--- config.mk ---
export PLATFORM = sky130hd
export DESIGN_NAME = lcf_stat_flusher
export DESIGN_NICKNAME = d
export VERILOG_FILES = /design/src/rtl/lcf_pkg.sv /design/src/rtl/lcf_slot_timer.sv /design/src/rtl/lcf_ctr_bank.sv /design/src/rtl/lcf_max_tree.sv /design/src/rtl/lcf_stat_flusher.sv
export SDC_FILE = /design/constraint.sdc
export NUM_CORES = 1
export LEC_CHECK = 0
export BUFFER_PORTS_ARGS = -buffer_cell sky130_fd_sc_hd__buf_2
export CAP_MARGIN = 20
export CORE_AREA = 2 2 132 134
export CTS_CLUSTER_DIAMETER = 50
export DETAILED_ROUTE_END_ITERATION = 8
export DIE_AREA = 0 0 134 136
export HOLD_SLACK_MARGIN = 0.1
export PLACE_DENSITY = 0.68
export SLEW_MARGIN = 20
export SYNTH_ARGS = -nofsm -noshare
export SYNTH_HDL_FRONTEND = slang
export SYNTH_HIERARCHICAL = 1
export SYNTH_SLANG_ARGS = --single-unit
--- constraint.sdc ---
create_clock -name clk -period 7.9 [get_ports clk]
set_clock_uncertainty 0.1 [all_clocks]
set_input_delay 1.185 -clock clk [delete_from_list [all_inputs] [get_ports clk]]
set_output_delay 1.185 -clock clk [all_outputs]
set_load 0.005 [all_outputs]
--- src/rtl/lcf_pkg.sv ---
// Shared constants and helpers for the largest-value counter flush engine.
// Assumes: callers pass N >= 2 and b >= 2.
package lcf_pkg;

    localparam int DEF_N_CTRS   = 16;
    localparam int DEF_SLOT_DIV = 4;

    // Integer estimate of log2(b * (2 + ln n)), with ln n taken as 0.693 * ceil(log2 n).
    function automatic int narrow_width(input int n, input int b);
        int scaled;
        scaled = (b * (2000 + 693 * $clog2(n)) + 999) / 1000;
        return $clog2(scaled + 1);
    endfunction

endpackage

--- src/rtl/lcf_slot_timer.sv ---
// Slot timer: divides the clock into frames of SLOT_DIV cycles and marks
// the last cycle of each frame as a flush opportunity.
// Assumes: SLOT_DIV >= 2; synchronous active-low reset.
module lcf_slot_timer #(
    parameter int SLOT_DIV = 4
) (
    input  logic clk,
    input  logic rst_n,
    output logic slot_last
);
    localparam int SLOT_W = $clog2(SLOT_DIV);
    localparam logic [SLOT_W-1:0] LAST_SLOT = SLOT_W'(SLOT_DIV - 1);

    logic [SLOT_W-1:0] slot_q;

    // Count slot positions and wrap after the last one.
    always_ff @(posedge clk) begin
        if (!rst_n) begin
            slot_q <= '0;
        end else if (slot_q == LAST_SLOT) begin
            slot_q <= '0;
        end else begin
            slot_q <= slot_q + 1'b1;
        end
    end

    // Flag the final slot of the frame.
    always_comb begin
        slot_last = (slot_q == LAST_SLOT);
    end

    initial begin
        p_div_legal_r3: assert (SLOT_DIV >= 2)
            else $error("SLOT_DIV must be at least 2");
    end
endmodule

--- src/rtl/lcf_ctr_bank.sv ---
// Counter bank: N_CTRS narrow saturating counters with one increment port
// and one clear port per cycle, plus a sticky overflow flag.
// Assumes: a clear and an increment to the same counter on one edge leave it at one;
// indices beyond N_CTRS-1 address nothing.
module lcf_ctr_bank #(
    parameter int N_CTRS = 16,
    parameter int CTR_W  = 5,
    parameter int IDX_W  = 4
) (
    input  logic                          clk,
    input  logic                          rst_n,
    input  logic                          inc_valid,
    input  logic [IDX_W-1:0]              inc_idx,
    input  logic                          clr_valid,
    input  logic [IDX_W-1:0]              clr_idx,
    output logic [N_CTRS-1:0][CTR_W-1:0]  cnt_out,
    output logic                          overflow
);
    localparam logic [CTR_W-1:0] CNT_MAX = '1;
    localparam logic [CTR_W-1:0] CNT_ONE = CTR_W'(1);

    logic [CTR_W-1:0]  cnt_q [N_CTRS];
    logic [N_CTRS-1:0] sat_hit;
    logic              ovf_q;

    for (genvar i = 0; i < N_CTRS; i++) begin : g_ctr
        logic hit_inc;
        logic hit_clr;

        // Decode whether this counter is addressed by the increment or the clear.
        always_comb begin
            hit_inc    = inc_valid && (inc_idx == IDX_W'(i));
            hit_clr    = clr_valid && (clr_idx == IDX_W'(i));
            sat_hit[i] = hit_inc && !hit_clr && (cnt_q[i] == CNT_MAX);
        end

        // Update one narrow counter: clear wins, a coincident increment leaves one.
        always_ff @(posedge clk) begin
            if (!rst_n) begin
                cnt_q[i] <= '0;
            end else if (hit_clr) begin
                cnt_q[i] <= hit_inc ? CNT_ONE : '0;
            end else if (hit_inc && (cnt_q[i] != CNT_MAX)) begin
                cnt_q[i] <= cnt_q[i] + 1'b1;
            end
        end

        // Present the counter on the packed output bus.
        assign cnt_out[i] = cnt_q[i];
    end

    // Record any saturated increment until reset.
    always_ff @(posedge clk) begin
        if (!rst_n) begin
            ovf_q <= 1'b0;
        end else if (|sat_hit) begin
            ovf_q <= 1'b1;
        end
    end

    assign overflow = ovf_q;

    // a plain increment below maximum steps the counter by one.
    p_step_one_r2: assert property (@(posedge clk) disable iff (!rst_n)
        (inc_valid && !(clr_valid && clr_idx == inc_idx) && cnt_q[inc_idx] != CNT_MAX)
        |=> (cnt_q[$past(inc_idx)] == $past(cnt_q[inc_idx]) + CNT_ONE));

    // a flushed counter with no coincident increment ends at zero.
    p_clear_zero_r4: assert property (@(posedge clk) disable iff (!rst_n)
        (clr_valid && !(inc_valid && inc_idx == clr_idx))
        |=> (cnt_q[$past(clr_idx)] == '0));

    // a flush meeting an increment on the same counter leaves one.
    p_clear_inc_r7: assert property (@(posedge clk) disable iff (!rst_n)
        (clr_valid && inc_valid && inc_idx == clr_idx)
        |=> (cnt_q[$past(clr_idx)] == CNT_ONE));

    // incrementing a full counter holds it at maximum and raises the flag.
    p_saturate_r8: assert property (@(posedge clk) disable iff (!rst_n)
        (inc_valid && !(clr_valid && clr_idx == inc_idx) && cnt_q[inc_idx] == CNT_MAX)
        |=> (overflow && cnt_q[$past(inc_idx)] == CNT_MAX));

    // the overflow flag never drops outside reset.
    p_ovf_sticky_r9: assert property (@(posedge clk) disable iff (!rst_n)
        overflow |=> overflow);
endmodule

--- src/rtl/lcf_max_tree.sv ---
// Maximum finder: a balanced binary comparison tree that returns the largest
// counter value and its index; on equal values the lower index wins.
// Assumes: N_CTRS >= 2; purely combinational; unused leaves read as zero.
module lcf_max_tree #(
    parameter int N_CTRS = 16,
    parameter int CTR_W  = 5,
    parameter int IDX_W  = 4
) (
    input  logic [N_CTRS-1:0][CTR_W-1:0] vals,
    output logic [CTR_W-1:0]             max_val,
    output logic [IDX_W-1:0]             max_idx
);
    localparam int LEAVES = 1 << IDX_W;
    localparam int NODES  = 2 * LEAVES - 1;

    logic [CTR_W-1:0] node_val [NODES];
    logic [IDX_W-1:0] node_idx [NODES];

    // Leaves: real counters, then zero padding up to a power of two.
    for (genvar j = 0; j < LEAVES; j++) begin : g_leaf
        if (j < N_CTRS) begin : g_real
            assign node_val[LEAVES-1+j] = vals[j];
            assign node_idx[LEAVES-1+j] = IDX_W'(j);
        end else begin : g_pad
            assign node_val[LEAVES-1+j] = '0;
            assign node_idx[LEAVES-1+j] = '0;
        end
    end

    // Inner nodes: the right child wins only when strictly larger.
    for (genvar k = 0; k < LEAVES - 1; k++) begin : g_node
        logic take_right;
        assign take_right  = node_val[2*k+2] > node_val[2*k+1];
        assign node_val[k] = take_right ? node_val[2*k+2] : node_val[2*k+1];
        assign node_idx[k] = take_right ? node_idx[2*k+2] : node_idx[2*k+1];
    end

    assign max_val = node_val[0];
    assign max_idx = node_idx[0];

    // the tree result bounds every input, matches its own index,
    // and no lower index holds the same value.
    always_comb begin
        for (int i = 0; i < N_CTRS; i++) begin
            p_max_bound_r4: assert (max_val >= vals[i]);
            if (IDX_W'(i) < max_idx) begin
                p_low_tie_r5: assert (vals[i] < max_val);
            end
        end
        p_max_match_r4: assert (vals[max_idx] == max_val);
    end
endmodule

--- src/rtl/lcf_stat_flusher.sv ---
// Largest-value counter flush engine (top). Counts increments in narrow counters
// and, on the last cycle of every SLOT_DIV-cycle frame, flushes the fullest counter
// to the wide-counter memory through a registered command.
// Assumes: at most one increment per cycle; the consumer accepts every flush command.
module lcf_stat_flusher
    import lcf_pkg::*;
#(
    parameter int N_CTRS   = DEF_N_CTRS,
    parameter int SLOT_DIV = DEF_SLOT_DIV,
    parameter int CTR_W    = narrow_width(N_CTRS, SLOT_DIV),
    parameter int IDX_W    = $clog2(N_CTRS)
) (
    input  logic             clk,
    input  logic             rst_n,
    input  logic             inc_valid,
    input  logic [IDX_W-1:0] inc_idx,
    output logic             flush_valid,
    output logic [IDX_W-1:0] flush_idx,
    output logic [CTR_W-1:0] flush_value,
    output logic             overflow
);
    localparam int GAP_W = $clog2(SLOT_DIV + 1);

    logic                         slot_last;
    logic [N_CTRS-1:0][CTR_W-1:0] cnt_bus;
    logic [CTR_W-1:0]             max_val;
    logic [IDX_W-1:0]             max_idx;
    logic                         do_flush;
    logic                         fv_q;
    logic [IDX_W-1:0]             fi_q;
    logic [CTR_W-1:0]             fval_q;
    logic [GAP_W-1:0]             gap_q;

    lcf_slot_timer #(
        .SLOT_DIV (SLOT_DIV)
    ) u_timer (
        .clk       (clk),
        .rst_n     (rst_n),
        .slot_last (slot_last)
    );

    lcf_ctr_bank #(
        .N_CTRS (N_CTRS),
        .CTR_W  (CTR_W),
        .IDX_W  (IDX_W)
    ) u_bank (
        .clk       (clk),
        .rst_n     (rst_n),
        .inc_valid (inc_valid),
        .inc_idx   (inc_idx),
        .clr_valid (do_flush),
        .clr_idx   (max_idx),
        .cnt_out   (cnt_bus),
        .overflow  (overflow)
    );

    lcf_max_tree #(
        .N_CTRS (N_CTRS),
        .CTR_W  (CTR_W),
        .IDX_W  (IDX_W)
    ) u_max (
        .vals    (cnt_bus),
        .max_val (max_val),
        .max_idx (max_idx)
    );

    // Flush only in the frame's last slot and only when some counter is non-zero.
    always_comb begin
        do_flush = slot_last && (max_val != '0);
    end

    // Register the flush command toward the wide-counter memory.
    always_ff @(posedge clk) begin
        if (!rst_n) begin
            fv_q   <= 1'b0;
            fi_q   <= '0;
            fval_q <= '0;
        end else begin
            fv_q <= do_flush;
            if (do_flush) begin
                fi_q   <= max_idx;
                fval_q <= max_val;
            end
        end
    end

    assign flush_valid = fv_q;
    assign flush_idx   = fi_q;
    assign flush_value = fval_q;

    // Track cycles since the last flush for the spacing check.
    always_ff @(posedge clk) begin
        if (!rst_n) begin
            gap_q <= GAP_W'(SLOT_DIV);
        end else if (fv_q) begin
            gap_q <= '0;
        end else if (gap_q != GAP_W'(SLOT_DIV)) begin
            gap_q <= gap_q + 1'b1;
        end
    end

    // two flushes are never closer than SLOT_DIV cycles.
    p_flush_gap_r3: assert property (@(posedge clk) disable iff (!rst_n)
        flush_valid |-> (gap_q >= GAP_W'(SLOT_DIV - 1)));
endmodule

== Word level (Yosys, flattened, before mapping) ==
Memory sizes are Yosys's and may differ from the RTL's.
Index checks and enable logic that the tools add are counted.
Storage, ports and cells
  bits in registers: 13
  bits in writable memories: 80
  input bits: 7
  output and inout bits: 11
  word-level logic and storage cells: 427
  memories kept: 1
Memories
  u_bank.cnt_q: depth 16, bits a word 5, read ports 16, clocked after memory_dff 0, wr ports 16, line lcf_ctr_bank.sv:22  | logic [CTR_W-1:0] cnt_q [N_CTRS];
Operators by class
  $add $sub $neg: 17
  $lt $le $gt $ge: 15
  equal/unequal tests: 63
  muxes and demuxes: 191
  bitwise logic cells: 33
  reductions and logical operators: 102
Operators by type and width (count)
  2-to-1 mux 5 bit: 47
  2-to-1 mux 1 bit: 137
  logical AND 1 bit: 81
  adder 5 x 1 -> 5 bit, second input constant: 16
  == test 5 bit, second input constant: 16
  != test 5 bit, second input constant: 16
  > comparator 5 bit: 15
  == test 4 bit, second input constant: 16
  == test 4 x 3 -> 1 bit, second input constant: 8
  bitwise OR 1 bit: 32
  == test 4 x 2 -> 1 bit, second input constant: 4
  zero test 1 bit: 16
  OR reduction 16 bit: 1
  == test 4 x 1 -> 1 bit, second input constant: 2
  zero test 4 bit: 2
  2-to-1 mux 2 bit: 4
  2-to-1 mux 3 bit: 2
  nonzero test 5 bit: 1
  2-to-1 mux 4 bit: 1
  adder 2 x 1 -> 2 bit, second input constant: 1
  == test 2 bit, second input constant: 1
  OR reduction 2 bit: 1
  inverter 1 bit: 1

== Longest topological paths before layout ==
Gate-level depths: netlist (run 1).
An unclocked memory read counts as a cell.
  word-level depth: 17
  gate-level depth with buffers: 41
  mapped depth without buffers: 39

== By module ==
The synthesis (run 1) kept the hierarchy.
Modules (own cells, without submodules)
  lcf_ctr_bank: times used 1, cells an instance 443, area each 4670.7 um^2
  lcf_max_tree: times used 1, cells an instance 379, area each 2994.1 um^2
  lcf_stat_flusher: times used 1, cells an instance 58, area each 503.0 um^2
  lcf_slot_timer: times used 1, cells an instance 5, area each 73.8 um^2

== Worst setup path before layout (run 1) ==
No wires, ideal clock.
  path kind: reg-to-reg
  start: memory u_bank.cnt_q[2][3] (netlist: u_bank/cnt_q[0][13])
  end: memory u_bank.cnt_q[8][0] (netlist: u_bank/cnt_q[1][0]), enable pin
  library setup time: 0.319 ns
  data arrival time: 7.487 ns
  required time: 7.481 ns
  setup slack: -0.006 ns
  cell stages (with the launch flop): 38
  cell sequence: edfxtp_1 -> inv_1 -> ha_1 -> a21oi_1 -> a21boi_1 -> o32ai_4 -> mux2i_1 -> inv_1 -> ha_1 -> nand2b_1 -> a21oi_1 -> o21ai_1 -> a21oi_2 -> mux2i_1 -> inv_1 -> ha_1 -> nor2b_1 -> o21ai_1 -> (+2 left out) -> a41o_1 -> buf_2 -> mux2i_1 -> ha_1 -> nor2b_1 -> o21a_1 -> o21ai_1 -> a21o_1 -> inv_1 -> mux2_1 -> nor4_4 -> nand2b_1 -> and2_1 -> nand3b_1 -> clkbuf_1 -> nor2_1 -> or3_1 -> nand3b_1
RTL lines (line)
  start, declared: lcf_ctr_bank.sv:22

==> metrics.csv, run 1 <==
stage,metric,value,unit
placed_design,DP Worst Slack,-0.152,ns
global_routing,global route overflow,0,
synth,register area share after synthesis,0.323,
synth,Post-Syn Area per Cell,9.31,um2
worst_hold_path,Hold Path Class,reg2reg,
synth,Netlist cell types,64,
clocking,clock sink total,93,
cells_and_area,Syn-to-layout area delta,21.3,%
sta,measured slew at the worst slew-check pin,0.932,ns
synth,number of synthesized flops with an enable pin,80,
global_routing,Tot GR Track Use,0.212,
placed_design,Detailed Place HPWL,15000,um
clocking,clk_lat worst skew,0.36,ns
worst_hold_path,Hold EP,u_timer/slot_q[0]$_SDFF_PP0_,
worst_setup_path,reg2reg start,u_bank/cnt_q[0][13]$_SDFFCE_PN0P_,
cells_and_area,most frequent cells in the layout,"nor2_1, ha_1, buf_4",
power_and_ir_drop,P_leak,0.00431,uW
floorplan,die width,134,um
clocking,CTS tree,yes,
cells_and_area,"most common cell after layout, fill and taps aside",nor2_1,
worst_hold_path,min-delay src,u_timer/slot_q[0]$_SDFF_PP0_,
worst_hold_path,Hold Path Depth,1,
sta,Slew HR,0.379,
floorplan,full die area,18200,um2
sta,Period minus WS final,7.91,ns
cells_and_area,layout cell share with drive strength beyond 1,0.225,
cells_and_area,ANT cells,0,
routing,drt wl/cell,16.8,um
worst_setup_path,crit path capture type,register,
worst_setup_path,Worst Path Required,8.04,ns
routing,Routed Antenna Nets,0,
placed_design,GP Congestion,0.917,
sta,Min Hold Slack,0.347,ns
worst_setup_path,"slowest stage cell, crit path",o32ai_4,
sta,Final period util,1.00,
cells_and_area,Final #Nets,1106,
worst_setup_path,R2R depth,38,
sta,final setup margin,-0.0133,ns
worst_setup_path,worst reg2reg path endpoint,u_bank/overflow$_SDFFE_PN0P_,
synth,synthesized flop and latch total,93,
synth,top cell type by total area after synthesis,edfxtp_1,
power_and_ir_drop,Switching Share,0.443,
global_routing,initial antenna violation count,0,
power_and_ir_drop,Net Sw Power,1380,uW
synth,Post-Syn Area,8240,um2
power_and_ir_drop,peak supply drop,295,uV
clocking,clock root cell,clkbuf_16,
clocking,CTS Buf Count,9,
worst_setup_path,reg2reg setup slack,-0.01,ns
worst_setup_path,Crit Path Max Fanout,6,
routing,Via density,5.66,
sta,Final Hold Vio Count,0,
routing,via count,6914,
cells_and_area,Final Core Density,0.593,
global_routing,first-pass GRT wire length,30800,um
worst_setup_path,Startpoint Class,register,
worst_setup_path,critical path arrival,8.05,ns
synth,Synth Warn #,6,
synth,syn nets,1000,
power_and_ir_drop,combinational group share of total power,0.662,
sta,Setup-failing EPs final,1,
sta,highest clock rate,126,MHz
floorplan,Core Footprint,16900,um2
power_and_ir_drop,clock share of power,0.141,
synth,ranking of synthesized cells by area,"edfxtp_1, ha_1, mux2i_1",
power_and_ir_drop,Tot Pwr,3120,uW
power_and_ir_drop,Reg power frac,0.198,
global_routing,vias in the first global route,6280,
routing,Detailed Route Iter0 Violations,450,
routing,DRC,0,
power_and_ir_drop,power density over the cells,312,nW/um2
synth,Mapped Cells,885,
worst_setup_path,Worst path max stage delay,0.44,ns
floorplan,Initial Util,0.488,
clocking,hold buffers post-CTS,0,
global_routing,largest net degree at the start of global routing,52,
status,outcome,"complete, but fails checks",
floorplan,IO Pins,18,
floorplan,chip height,136,um
sta,Slew Limit Fails,0,
routing,WL final,20600,um
synth,Yosys top cell area share,0.291,
synth,Synth Flop Type,edfxtp_1,
run,max-cap violations,0,
cells_and_area,design area,10000,um2
routing,drt first pass iters,5,
placed_design,DP Area,8880,um2
status,failing checks,setup timing,
synth,ys async rst share,0,
clocking,H-tree depth,3,
power_and_ir_drop,P_int,1740,uW
clocking,"CTS clk-pin slew, worst paths",0.06,ns
worst_setup_path,kind of critical path,reg2reg,
placed_design,I/O Buffers,17,
floorplan,Rows,48,
clocking,deepest clock path buffer count,2,
-- layout make-up --
cell class | count | area [um2]
flip-flops and latches | 93 | 2660
well taps | 225 | 282
fillers | 1468 | 6880
multi-input cells | 682 | 5570
repair buffers | 118 | 871
clock inverters | 6 | 62.6
inverters | 87 | 327
clock buffers | 10 | 229
-- power by group through the flow --
stage,registers (uW),clock network (uW),logic (uW)
3_5_place_dp,630,0,1700
3_3_place_gp,628,0,1690
2_1_floorplan,621,0,1150
5_1_grt,624,464,2220
6_report,618,439,2070
4_1_cts,619,450,1710
-- cells in the mapped netlist, types with 5 or more instances --
cell,n
a21boi_1,5
a21oi_1,18
and2_1,35
and3_1,21
clkbuf_1,19
dfxtp_1,13
edfxtp_1,80
ha_1,108
inv_1,86
mux2i_1,70
nand2_1,42
nand2b_1,7
nand3_1,45
nand4_1,16
nand4b_1,5
nor2_1,110
nor2b_1,7
nor3_1,29
o2111ai_1,7
o211ai_1,8
o21ai_0,6
o21ai_1,13
o221ai_1,10
o32ai_4,7
or3_1,15
xnor2_1,16
xor2_1,16
-- repair_timing --
item                       CTS  global route
buffers inserted             1            52
setup endpoints to repair   12           159
pin swaps                    1            19
resized for setup            1            82
-- kinds of logic after synthesis --
| logic type | count (synthesis) | share of synthesized area |
|---|---|---|
| flops | 93 | 0.323 |
| mux | 77 | 0.0967 |
| compound gates | 108 | 0.110 |
| simple gates | 357 | 0.222 |
| xor+xnor | 32 | 0.0340 |
| buf+inv | 110 | 0.0506 |
| fa+ha+maj | 108 | 0.164 |
-- critical path: cells and delay by family, from the launching register on --
family                     cells  cell delay, ns
DFF                            1            0.40
AOI/OAI and AO/OA             13            2.52
adders and majority gates      4            1.04
and+or+nand+nor               12            1.99
muxes                          3            0.91
buffers and inverters          6            0.83
-- stage by stage --
step                std cells  setup TNS, ns
global route             1221         -10.00
global placement         1152              0
CTS                      1169              0
floorplan                 885       -0.00356
detailed placement       1152         -0.757
finish                   1221        -0.0133
-- metal layers --
metal  global-route usage  vias up  share of wire
li1                     -     3430              -
met1                0.278     3288           0.45
met2                0.360      166           0.49
met3               0.0302       30          0.038
met4               0.0674        0          0.016
met5                    0        -              0
-- worst max path at each step --
stage / from / end
2_1_floorplan: u_bank/cnt_q[0][13]$_SDFFCE_PN0P_ / u_bank/overflow$_SDFFE_PN0P_
3_3_place_gp: u_bank/cnt_q[0][33]$_SDFFCE_PN0P_ / u_bank/cnt_q[1][3]$_SDFFCE_PN0P_
3_5_place_dp: u_bank/cnt_q[0][23]$_SDFFCE_PN0P_ / u_bank/cnt_q[1][3]$_SDFFCE_PN0P_
4_1_cts: u_bank/cnt_q[0][23]$_SDFFCE_PN0P_ / u_bank/overflow$_SDFFE_PN0P_
5_1_grt: u_bank/cnt_q[0][13]$_SDFFCE_PN0P_ / u_bank/overflow$_SDFFE_PN0P_
6_report: u_bank/cnt_q[0][13]$_SDFFCE_PN0P_ / u_bank/overflow$_SDFFE_PN0P_
-- registers in the layout, indices dropped and copies added (netlist names) --
signal           cells
u_bank/cnt_q        80
flush_value          5
flush_idx            4
u_timer/slot_q       2
flush_valid          1
u_bank/overflow      1
No activity file was read; power rests on OpenSTA's default activity.
==> inputs of run 2 (changes only) <==
BUFFER_PORTS_ARGS = default   (was -buffer_cell sky130_fd_sc_hd__buf_2)
DONT_BUFFER_PORTS = 1   (was default)
PLACE_DENSITY = default   (was 0.68)
clock period = 7.6 ns   (was 7.9 ns; I/O delays follow)
==> run 2 against run 1 <==
The flow still finishes with violations (setup timing). Routed wire length increased by 7.9%. Clock power rose by 7.7%. Die area is the same. Maximum frequency rose by 3.1%. Cell count grew 1.9%. Global-route usage is 3.0 points higher. Register-to-register slack got worse by 0.06 ns. Critical endpoint unchanged. Highest routed layer unchanged.
==> metrics.csv, run 2 (synthesis results as in run 1) <==
stage,metric,value,unit,change
status,failing checks,setup timing,,
cells_and_area,Final Core Density,0.612,,+0.0199
clocking,clock sink total,93,,unchanged
worst_setup_path,Crit Path Max Fanout,8,,+2
floorplan,IO Pins,18,,unchanged
cells_and_area,Syn-to-layout area delta,25.4,%,
routing,Via density,5.68,,+0.28%
global_routing,Tot GR Track Use,0.241,,+0.0299
sta,measured slew at the worst slew-check pin,1.06,ns,+0.131 ns
floorplan,Core Footprint,16900,um2,unchanged
cells_and_area,Top reg by flops,u_bank/cnt_q,,
placed_design,DP Area,8990,um2,+1.2%
worst_setup_path,kind of critical path,reg2reg,,
routing,drt first pass iters,5,,unchanged
worst_setup_path,Worst Path Required,7.75,ns,-0.29 ns
placed_design,I/O Buffers,0,,-17
cells_and_area,most frequent cells in the layout,"buf_4, nor2_1, ha_1",,
routing,WL final,22200,um,+7.9%
clocking,"CTS clk-pin slew, worst paths",0.07,ns,about the same
cells_and_area,ANT cells,0,,unchanged
worst_setup_path,R2R depth,37,,-2.6%
cells_and_area,layout cell share with drive strength beyond 1,0.260,,+0.0352
sta,highest clock rate,130,MHz,+3.1%
worst_setup_path,Worst path max stage delay,0.42,ns,-0.02 ns
sta,Setup-failing EPs final,6,,+5
global_routing,vias in the first global route,6825,,+8.7%
worst_hold_path,Hold EP,u_timer/slot_q[0]$_SDFF_PP0_,,
routing,Detailed Route Iter0 Violations,326,,-28%
cells_and_area,fin cells,1244,,+1.9%
cells_and_area,Largest register FFs,80,,unchanged
placed_design,GP Congestion,0.988,,+7.8%
routing,drt wl/cell,17.8,um,+5.9%
routing,via count,7064,,+2.2%
placed_design,Detailed Place HPWL,16500,um,+10%
global_routing,largest net degree at the start of global routing,52,,unchanged
run,max-cap violations,0,,unchanged
sta,Slew HR,0.290,,-0.0887
sta,final setup margin,-0.0737,ns,-0.0604 ns
worst_setup_path,crit path capture type,register,,
power_and_ir_drop,power density over the cells,352,nW/um2,+13%
placed_design,placed cells,1155,,+0.26%
floorplan,full die area,18200,um2,unchanged
clocking,CTS Buf Count,9,,unchanged
cells_and_area,"most common cell after layout, fill and taps aside",buf_4,,
worst_setup_path,worst reg2reg path endpoint,u_bank/overflow$_SDFFE_PN0P_,,
sta,Min Hold Slack,0.346,ns,-0.00171 ns
routing,Routed Antenna Nets,0,,unchanged
clocking,H-tree depth,3,,unchanged
worst_hold_path,Hold Path Class,reg2reg,,
clocking,clock root cell,clkbuf_16,,
cells_and_area,design area,10300,um2,+3.4%
cells_and_area,Fill cells,1427,,-2.8%
clocking,deepest clock path buffer count,2,,unchanged
sta,Final Hold Vio Count,0,,unchanged
worst_setup_path,"slowest stage cell, crit path",edfxtp_1,,
floorplan,chip height,136,um,unchanged
cells_and_area,Final #Nets,1129,,+2.1%
global_routing,first-pass GRT wire length,34400,um,+12%
global_routing,initial antenna violation count,0,,unchanged
power_and_ir_drop,peak supply drop,309,uV,+4.8%
routing,DRC,0,,unchanged
worst_setup_path,Startpoint Class,register,,
worst_setup_path,reg2reg setup slack,-0.07,ns,-0.06 ns
worst_setup_path,"most used cell, CP",ha_1,,
worst_setup_path,reg2reg start,u_bank/cnt_q[0][19]$_SDFFCE_PN0P_,,
sta,Period minus WS final,7.67,ns,-0.240 ns
clocking,clk_lat worst skew,0.37,ns,about the same
sta,Final period util,1.01,,+0.00801
global_routing,global route overflow,0,,unchanged
floorplan,Rows,48,,unchanged
worst_hold_path,min-delay src,u_timer/slot_q[0]$_SDFF_PP0_,,
power_and_ir_drop,P_leak,0.00444,uW,+3.1%
sta,RSZ-0062 raised after global routing,true,,
status,outcome,"complete, but fails checks",,
floorplan,Initial Util,0.488,,unchanged
worst_setup_path,critical path arrival,7.83,ns,-0.22 ns
clocking,CTS tree,yes,,
worst_hold_path,Hold Path Depth,1,,unchanged
floorplan,die width,134,um,unchanged
sta,Slew Limit Fails,0,,unchanged
run 2: worst max-delay path by stage:
| stage | startpoint | slack, ns | cells past startpoint | to |
|---|---|---|---|---|
| global route | u_bank/cnt_q[0][14]$_SDFFCE_PN0P_ | -0.45 | 38 | u_bank/overflow$_SDFFE_PN0P_ |
| finish | u_bank/cnt_q[0][19]$_SDFFCE_PN0P_ | -0.07 | 37 | u_bank/overflow$_SDFFE_PN0P_ |
| floorplan | u_bank/cnt_q[0][13]$_SDFFCE_PN0P_ | 0.03 | 40 | u_bank/overflow$_SDFFE_PN0P_ |
| detailed placement | u_bank/cnt_q[0][13]$_SDFFCE_PN0P_ | -0.16 | 38 | u_bank/overflow$_SDFFE_PN0P_ |
| CTS | u_bank/cnt_q[0][38]$_SDFFCE_PN0P_ | 0.002 | 37 | u_bank/overflow$_SDFFE_PN0P_ |
| global placement | u_bank/cnt_q[0][33]$_SDFFCE_PN0P_ | 0.1 | 36 | u_bank/cnt_q[1][4]$_SDFFCE_PN0P_ |
run 2: repair_timing:
item                       CTS  global route
setup endpoints to repair   37           160
setup buffers               30            43
pin swaps                   15            46
hold buffers                 0             0
gates resized for setup     32            65
run 2: routing by layer:
layer / global-route usage / vias up / wire length [um]
li1: - / 3487 / -
met1: 0.310 / 3408 / 9830
met2: 0.421 / 137 / 11200
met3: 0.0306 / 32 / 710
met4: 0.0810 / 0 / 444
met5: 0 / - / 0
run 2: cell type report:
type | instances | area [um2] | share of cell area
flip-flops and latches | 93 | 2660 | 0.258
clock buffers | 10 | 229 | 0.0222
repair buffers | 141 | 1090 | 0.105
inverters | 87 | 329 | 0.0318
well taps | 225 | 282 | 0.0272
clock inverters | 6 | 71.3 | 0.00690
multi-input cells | 682 | 5670 | 0.549
run 2: worst max-delay path, delay by kind of cell, from the launching register on:
family / cells / cell delay (ns)
AOI/OAI and AO/OA: 14 / 2.91
adders and majority gates: 4 / 1.19
DFF: 1 / 0.42
buffers and inverters: 6 / 0.77
muxes: 3 / 0.84
and+or+nand+nor: 10 / 1.31
run 2: stage by stage:
step                      TNS (ns)  total power [uW]  worst slack, ns
after floorplan                  0              1940           0.0323
after global placement           0              2590           0.0953
after detailed placement     -1.72              2640           -0.165
after CTS                        0              3260          0.00228
after global routing        -27.86              3860           -0.449
final                       -0.324              3640          -0.0737
run 2: power by group:
| group | internal [uW] | leakage (uW) | switching [uW] | total [uW] |
|---|---|---|---|---|
| clock | 258 | 0.000139 | 216 | 473 |
| combinational | 1170 | 0.00336 | 1350 | 2520 |
| sequential | 601 | 0.000935 | 43.0 | 644 |
==> inputs of run 3 (changes only) <==
CAP_MARGIN = 30   (was 20)
SETUP_SLACK_MARGIN = 0.4   (was default)
==> run 3 against run 2 <==
The flow still finishes with violations (setup timing). Global-route usage rose by 0.48 points. Core utilization up 4.3 points. Worst setup slack worse by 0.041 ns. Total power up 8.1%. Clock power down 3%. Routed wire length rose by 0.62%. Die area stayed put. Non-clock buffer count up 27. Register-to-register slack lost 0.04 ns. Sequential cell count unchanged. Maximum frequency decreased by 0.53%. Critical endpoint unchanged.
==> metrics.csv, run 3 (synthesis results as in run 1) <==
stage,metric,value,unit,change
worst_setup_path,reg2reg start,u_bank/cnt_q[0][33]$_SDFFCE_PN0P_,,
clocking,"CTS clk-pin slew, worst paths",0.07,ns,about the same
clocking,hold buffers post-CTS,0,,unchanged
cells_and_area,layout cell share with drive strength beyond 1,0.349,,+0.0889
sta,final setup margin,-0.115,ns,-0.0412 ns
floorplan,full die area,18200,um2,unchanged
sta,highest clock rate,130,MHz,-0.53%
global_routing,global route overflow,0,,unchanged
sta,Period minus WS final,7.71,ns,+0.0412 ns
cells_and_area,Fill cells,1305,,-8.5%
placed_design,I/O Buffers,0,,unchanged
sta,Slew Limit Fails,0,,unchanged
worst_setup_path,critical path arrival,7.87,ns,+0.04 ns
sta,Final Hold Vio Count,0,,unchanged
worst_setup_path,Crit Path Max Fanout,6,,-2
worst_setup_path,Setup crit start,u_bank/cnt_q[0][33]$_SDFFCE_PN0P_,,
global_routing,vias in the first global route,7159,,+4.9%
worst_setup_path,Worst path max stage delay,0.41,ns,about the same
floorplan,die width,134,um,unchanged
floorplan,IO Pins,18,,unchanged
run,max-cap violations,0,,unchanged
worst_setup_path,crit path capture type,register,,
global_routing,first-pass GRT wire length,35400,um,+2.9%
placed_design,Detailed Place HPWL,16800,um,+2.0%
worst_hold_path,Hold Path Class,reg2reg,,
routing,via count,7242,,+2.5%
worst_setup_path,reg2reg setup slack,-0.11,ns,-0.04 ns
power_and_ir_drop,power density over the cells,356,nW/um2,+1.0%
sta,RSZ-0062 raised after global routing,true,,
clocking,deepest clock path buffer count,2,,unchanged
worst_setup_path,Startpoint Class,register,,
routing,drt first pass iters,5,,unchanged
cells_and_area,ANT cells,0,,unchanged
power_and_ir_drop,peak supply drop,437,uV,+42%
status,outcome,"complete, but fails checks",,
global_routing,Tot GR Track Use,0.246,,+0.00478
routing,Routed Antenna Nets,0,,unchanged
cells_and_area,fin cells,1271,,+2.2%
sta,final setup TNS,-0.213,ns,+0.111 ns
clocking,clock sink total,93,,unchanged
floorplan,Initial Util,0.488,,unchanged
routing,Detailed Route Iter0 Violations,373,,+14%
floorplan,Core Footprint,16900,um2,unchanged
worst_setup_path,R2R depth,40,,+8.1%
worst_hold_path,min-delay src,u_timer/slot_q[0]$_SDFF_PP0_,,
power_and_ir_drop,P_leak,0.00471,uW,+6.1%
routing,Via density,5.70,,+0.34%
clocking,clk_lat worst skew,0.37,ns,about the same
sta,Setup-failing EPs final,9,,+3
routing,WL final,22300,um,+0.62%
cells_and_area,Final #Nets,1156,,+2.4%
worst_setup_path,kind of critical path,reg2reg,,
global_routing,initial antenna violation count,0,,unchanged
cells_and_area,Largest register FFs,80,,unchanged
worst_setup_path,"slowest stage cell, crit path",edfxtp_1,,
worst_setup_path,Worst Path Required,7.76,ns,about the same
clocking,clock root cell,clkbuf_16,,
power_and_ir_drop,Tot Pwr,3940,uW,+8.1%
placed_design,placed cells,1184,,+2.5%
global_routing,largest net degree at the start of global routing,52,,unchanged
clocking,CTS Buf Count,9,,unchanged
clocking,CTS tree,yes,,
sta,Slew HR,0.417,,+0.127
cells_and_area,Syn-to-layout area delta,34.2,%,
cells_and_area,most frequent cells in the layout,"buf_4, ha_1, inv_1",,
cells_and_area,"most common cell after layout, fill and taps aside",buf_4,,
placed_design,GP Congestion,0.918,,-7.1%
cells_and_area,Top reg by flops,u_bank/cnt_q,,
routing,drt wl/cell,17.6,um,-1.5%
sta,measured slew at the worst slew-check pin,0.871,ns,-0.192 ns
sta,Final period util,1.02,,+0.00542
clocking,H-tree depth,3,,unchanged
floorplan,Rows,48,,unchanged
worst_setup_path,Worst Setup EP,u_bank/overflow$_SDFFE_PN0P_,,
routing,DRC,0,,unchanged
status,failing checks,setup timing,,
worst_setup_path,worst reg2reg path endpoint,u_bank/overflow$_SDFFE_PN0P_,,
floorplan,chip height,136,um,unchanged
==> run 3: cell types whose count changed in the layout (fill, tap and decap cells not counted), moves of 15 or more <==
cell | previous run | this run
nor2_4 | 1 | 20
or3_1 | 15 | 0
nor2_1 | 108 | 61
or3_4 | 0 | 15
buf_6 | 6 | 28
nor2_2 | 2 | 30
==> run 3: area by class of cell <==
class                   count  area (um2)  area share
clock buffers              13         282      0.0254
repair buffers            168        1430       0.129
well taps                 225         282      0.0254
flip-flops and latches     93        2660       0.241
multi-input cells         682        6060       0.548
clock inverters             3        16.3     0.00147
inverters                  87         329      0.0297
==> run 3: power by group <==
group	switching (uW)	internal, uW	total (uW)
Sequential	40.5	602	642
Combinational	1500	1340	2840
Clock	199	259	458
Total	1730	2200	3940
==> run 3: worst min-delay path by stage <==
stage,depth (start not counted),end
4_1_cts,1,u_timer/slot_q[0]$_SDFF_PP0_
3_5_place_dp,1,u_timer/slot_q[0]$_SDFF_PP0_
6_report,1,u_timer/slot_q[0]$_SDFF_PP0_
3_3_place_gp,1,u_timer/slot_q[0]$_SDFF_PP0_
5_1_grt,1,u_timer/slot_q[0]$_SDFF_PP0_
2_1_floorplan,1,u_timer/slot_q[0]$_SDFF_PP0_
==> run 3: timing repair <==
item	CTS	global route
endpoints found under the setup margin	159	167
pin swaps	41	58
gates resized for setup	70	125
hold endpoints to repair	0	0
setup buffers	52	19
==> run 3: metal layers <==
metal,share of wire,vias up,global-route usage
li1,-,3532,-
met1,0.43,3520,0.298
met2,0.51,146,0.440
met3,0.034,44,0.0328
met4,0.030,0,0.104
met5,0,-,0
==> run 3: critical path, delay by kind of cell (launching register included) <==
kind	cells	cell delay, ns
DFF	1	0.41
and+or+nand+nor	12	1.65
muxes	3	0.83
adders and majority gates	4	0.98
AOI/OAI and AO/OA	15	3.02
buffers and inverters	6	0.61
==> run 3: metrics by stage <==
stage               hold WS [ns]  setup slack (ns)  utilization  area (um2)
floorplan                  0.319             0.202            -        8430
global placement           0.326            0.0566        0.555        9360
detailed placement         0.351            -0.146        0.555        9360
CTS                        0.360             0.144        0.615       10400
global route               0.369            -0.387        0.656       11100
finish                     0.353            -0.115        0.656       11100
